--- src/rtl/pc_seq_pkg.sv ---
package pc_seq_pkg;

  // Mux selects passed from the control unit to the datapath
  typedef struct packed {
    logic selBranch;  // first mux: branch target instead of incremented PC
    logic selJump;    // second mux: region jump address instead of first mux
  } pcSelT;

endpackage

--- src/rtl/pc_seq_ctrl.sv ---
module pc_seq_ctrl
  import pc_seq_pkg::*;
(
  input  logic  isBranchEq,
  input  logic  isJump,
  input  logic  aluZero,
  output pcSelT sel
);

  // Branch taken only on equality; the jump select sits later in the chain
  // and therefore overrides the branch path without extra gating here.
  always_comb begin
    sel.selBranch = isBranchEq & aluZero;
    sel.selJump   = isJump;
  end

endmodule

--- src/rtl/pc_seq_datapath.sv ---
module pc_seq_datapath
  import pc_seq_pkg::*;
#(
  parameter int unsigned ADDR_W     = 32,
  parameter int unsigned IMM_W      = 16,
  parameter int unsigned JFIELD_W   = 26,
  parameter int unsigned STEP_BYTES = 4,
  parameter logic [ADDR_W-1:0] RESET_ADDR = '0
) (
  input  logic                clk,
  input  logic                rst,
  input  pcSelT               sel,
  input  logic [IMM_W-1:0]    immField,
  input  logic [JFIELD_W-1:0] jumpField,
  output logic [ADDR_W-1:0]   pcOut,
  output logic [ADDR_W-1:0]   pcPlus4
);

  localparam int unsigned SHIFT_W  = $clog2(STEP_BYTES);
  localparam int unsigned EXT_W    = ADDR_W - IMM_W - SHIFT_W;
  localparam int unsigned REGION_W = ADDR_W - JFIELD_W - SHIFT_W;

  logic [ADDR_W-1:0] pcReg;
  logic [ADDR_W-1:0] incPc;
  logic [ADDR_W-1:0] offsetExt;
  logic [ADDR_W-1:0] branchTarget;
  logic [ADDR_W-1:0] jumpTarget;
  logic [ADDR_W-1:0] firstMux;
  logic [ADDR_W-1:0] nextPc;

  // Dedicated incrementer: constant step on one input
  always_comb incPc = pcReg + ADDR_W'(STEP_BYTES);

  // Sign extension and word scaling in one wiring step
  always_comb offsetExt = {{EXT_W{immField[IMM_W-1]}}, immField, {SHIFT_W{1'b0}}};

  always_comb branchTarget = incPc + offsetExt;

  // Region bits come from the incremented PC, not the current one
  always_comb jumpTarget = {incPc[ADDR_W-1 -: REGION_W], jumpField, {SHIFT_W{1'b0}}};

  // Two-stage select chain
  always_comb firstMux = sel.selBranch ? branchTarget : incPc;
  always_comb nextPc   = sel.selJump   ? jumpTarget   : firstMux;

  always_ff @(posedge clk) begin
    if (rst) pcReg <= RESET_ADDR;
    else     pcReg <= nextPc;
  end

  assign pcOut   = pcReg;
  assign pcPlus4 = incPc;

endmodule

--- src/rtl/pc_sequencer.sv ---
module pc_sequencer
  import pc_seq_pkg::*;
#(
  parameter int unsigned ADDR_W     = 32,
  parameter int unsigned IMM_W      = 16,
  parameter int unsigned JFIELD_W   = 26,
  parameter int unsigned STEP_BYTES = 4,
  parameter logic [ADDR_W-1:0] RESET_ADDR = '0
) (
  input  logic                clk,
  input  logic                rst,
  input  logic [IMM_W-1:0]    immField,
  input  logic [JFIELD_W-1:0] jumpField,
  input  logic                isBranchEq,
  input  logic                isJump,
  input  logic                aluZero,
  output logic [ADDR_W-1:0]   pcOut,
  output logic [ADDR_W-1:0]   pcPlus4
);

  pcSelT sel;

  pc_seq_ctrl u_ctrl (
    .isBranchEq (isBranchEq),
    .isJump     (isJump),
    .aluZero    (aluZero),
    .sel        (sel)
  );

  pc_seq_datapath #(
    .ADDR_W     (ADDR_W),
    .IMM_W      (IMM_W),
    .JFIELD_W   (JFIELD_W),
    .STEP_BYTES (STEP_BYTES),
    .RESET_ADDR (RESET_ADDR)
  ) u_dp (
    .clk       (clk),
    .rst       (rst),
    .sel       (sel),
    .immField  (immField),
    .jumpField (jumpField),
    .pcOut     (pcOut),
    .pcPlus4   (pcPlus4)
  );

endmodule

--- config.mk ---
export PLATFORM = sky130hd
export DESIGN_NAME = pc_sequencer
export DESIGN_NICKNAME = d
export VERILOG_FILES = /design/src/rtl/pc_seq_pkg.sv /design/src/rtl/pc_seq_ctrl.sv /design/src/rtl/pc_seq_datapath.sv /design/src/rtl/pc_sequencer.sv
export SDC_FILE = /design/constraint.sdc
export NUM_CORES = 1
export LEC_CHECK = 0
export ABC_AREA = 1
export BUFFER_PORTS_ARGS = -buffer_cell sky130_fd_sc_hd__buf_4
export CAP_MARGIN = 25
export CORE_MARGIN = 3
export CORE_UTILIZATION = 60
export DETAILED_ROUTE_END_ITERATION = 10
export PLACE_DENSITY = 0.85
export SLEW_MARGIN = 20
export SYNTH_ARGS = -nofsm -noshare
export SYNTH_HDL_FRONTEND = slang
export SYNTH_SLANG_ARGS = --single-unit
--- constraint.sdc ---
create_clock -name clk -period 3.9 [get_ports clk]
set_input_delay 0.78 -clock clk [delete_from_list [all_inputs] [get_ports clk]]
set_output_delay 0.78 -clock clk [all_outputs]
set_load 0.01 [all_outputs]
==> results.md <==
* Post-synth top area cell: nand2_1
* Ys async rst share at 0%
* HPWL after detailed placement at 14000 um
* DR vias at 5960
* Req. time, crit path at 4.11 ns
* Fin crit share at 84.9%
* Tightest Pin Transition at 0.958 ns
* H-tree depth at 2
* Drt pass-1 iters at 6
* CP startpoint kind: register
* Vias/cell at 5.55
* Hold-fix buffers, CTS at 0
* Placed Cells at 1066
* Final Hold Viols at 0
* Core area at 0.00745 mm^2
* Initial antenna violation count at 0
* Primary FF master, synth: dfxtp_1
* R2R Path Start: u_dp.pcOut[2]$_SDFF_PP0_
* Synth top cells by count: 321 x nand2_1, 159 x inv_1, 84 x nor2_1
* # clock sinks at 30
* Ratio of cells with drive above 1 in the final layout at 15.5%
* CTS tree: yes
* Cts repair resizes at 0
* Crit. End Element: register
* Worst relative slew slack at 36.1%
* Hold Path Origin: u_dp.pcOut[28]$_SDFF_PP0_
* Max frequency at 302 MHz
* Postcts setup bufs at 0
* Clk buf depth at 2
* Gr usage total at 37.4%
* Nets@finish at 1058
* Final setup viols at 0
* Register area share after synthesis at 12.8%
* Setup TNS at 0 ns
* Run status: complete, no violations
* Number of synthesized flops with an enable pin at 0
* GPL Wtd Cong at 1.08
* WL final at 16800 um
* Mapped Avg Cell Area at 5.38 um^2
* CP peak stage delay at 0.46 ns
* Critical path's most frequent cell: nand3_1
* 1st-iter DRT viols at 510
* CTS buffer count at 5
* Power consumption at 1320 uW
* Largest net degree at the start of global routing at 47
* Number of cells in the finished layout apart from fillers at 1073
* Die area at 0.00894 mm^2
* Top-area cell type share of the netlist area at 25.6%
* Most frequent cell after synthesis: nand2_1
* Worst setup path start: u_dp.pcOut[2]$_SDFF_PP0_
* Number of synthesis warnings at 0
* Cells after synthesis at 874
* Clock Skew at 0.00720 ns
* Final slew viol count at 0
* Worst Path Max Fanout at 5
* Max FFs per register at 30
* Slowest CP cell: dfxtp_1
* Layout Utilization at 75.4%
* Clock Tree Root: clkbuf_8
* Clk slew on worst S/H paths at 0.07 ns
* Clk Latency, worst-skew pair at 0.28 ns
* Global-route wire length before repair at 26100 um
* Vias in the first global route at 5472
* Pwr per Cell Area at 235 mW/mm^2
* I/O pins at 111
* WL per Instance at 15.7 um
* Synth area leaders: nand2_1 26%, dfxtp_1 13%, inv_1 13%
* Inserted Diodes at 0
* Worst Path Arrival at 3.52 ns
* Final Critical Period at 3.31 ns
* LEAKAGE at 0.00332 uW
* Yosys cell types at 43
* PortBufs at 106
* Antenna-violating nets left at 0
* Starting Density at 63.2%
* CP Class: reg -> reg
* CP Cell Sequence: ha_1, inv_1, nor3_4, nand2_2, xnor2_1, ha_1, nand2_1, nor2_1, nand3_1, nand3b_1, nand2_1, nand3_1, nand3_1, a21oi_1
* Die width at 94.6 um
* Gr ovfl total at 0
* Synthesized area at 0.00470 mm^2
* Max Cap Viol at 0
* Hold Crit Class: reg -> reg
* DIE HEIGHT at 94.6 um
* RSZ-0062 raised after global routing: no
* Synth Register Bits at 30
* Cell Rows at 31
* Worst vdd ir at 0.132 mV
* DRC at 0
* P&R area growth vs syn at 19.3%
-- where the power goes --
| part | total [uW] | leakage (uW) | switching, uW | internal (uW) |
|---|---|---|---|---|
| clock | 241 | 0.0000438 | 122 | 120 |
| combinational | 706 | 0.00302 | 440 | 266 |
| sequential | 371 | 0.000249 | 39.4 | 332 |
-- metrics by stage --
stage | setup WS [ns] | cell area [um^2] | hold slack [ns]
3_3_place_gp | 0.815 | 5530 | 0.649
2_1_floorplan | 1.16 | 4720 | 0.625
3_5_place_dp | 0.701 | 5530 | 0.643
6_report | 0.589 | 5610 | 0.655
4_1_cts | 0.669 | 5610 | 0.652
5_1_grt | 0.333 | 5610 | 0.711
-- kinds of logic (layout without fill, tap and decap cells) --
logic type	count (synthesis)	after routing	synth area share [%]
adders and majority gates	37	37	10.0
xor gates and xnor gates	22	22	4.57
other	1	4	0.0797
DFF	30	30	12.8
and+or+nand+nor	524	524	48.2
AOI/OAI and AO/OA	78	78	8.91
buffers and inverters	182	279	15.5
-- final cells by class --
class	count	area, um^2
multi-input combinational	665	3390
fill	656	1840
timing repair buffer	107	803
inverter	165	619
sequential	30	601
tap	99	124
clock buffer	5	68.8
clock inverter	2	10.0
-- final timing paths --
kind                          endpoint  slack (ns)  depth (start not counted)
max          u_dp.pcOut[29]$_SDFF_PP0_        0.59                         14
min          u_dp.pcOut[28]$_SDFF_PP0_        0.66                          4
max reg2reg  u_dp.pcOut[29]$_SDFF_PP0_        0.59                         14
min reg2reg  u_dp.pcOut[28]$_SDFF_PP0_        0.66                          4
-- metal layers --
| metal | share of wire (%) | vias up | global-route usage [%] |
|---|---|---|---|
| met5 | 0 | - | 0 |
| met4 | 3.7 | 0 | 13.9 |
| met3 | 11 | 62 | 5.74 |
| met2 | 45 | 357 | 62.1 |
| met1 | 40 | 2657 | 48.8 |
| li1 | - | 2884 | - |
-- critical path: cells and delay by family (launching register included) --
family	cells	cell delay, ns
simple gates	9	1.42
fa+ha+maj	2	0.58
flops	1	0.46
xor+xnor	1	0.45
compound gates	1	0.21
buf+inv	1	0.10
-- placed cells by master (no fill, tap or decap), types with 2 or more instances in the layout --
master	netlist	layout
nand2_4	3	3
nand2_2	8	8
inv_2	5	5
nor2_4	4	4
xnor2_1	5	5
inv_1	159	159
nand2_1	321	321
nand3b_1	5	5
clkbuf_8	2	5
buf_4	4	107
ha_1	36	36
a31oi_1	4	4
nor3_1	5	5
o221ai_1	4	4
o21ai_0	24	24
conb_1	1	4
nand3_1	67	67
nor2_1	84	84
xor2_1	14	14
a21oi_1	37	37
or2_2	6	6
clkinv_2	0	2
nand4_1	10	10
dfxtp_1	30	30
nor2_8	2	2
o21ai_1	6	6
nor2_2	3	3
xor2_2	2	2
Note: power is estimated with default switching activity, not from simulation.
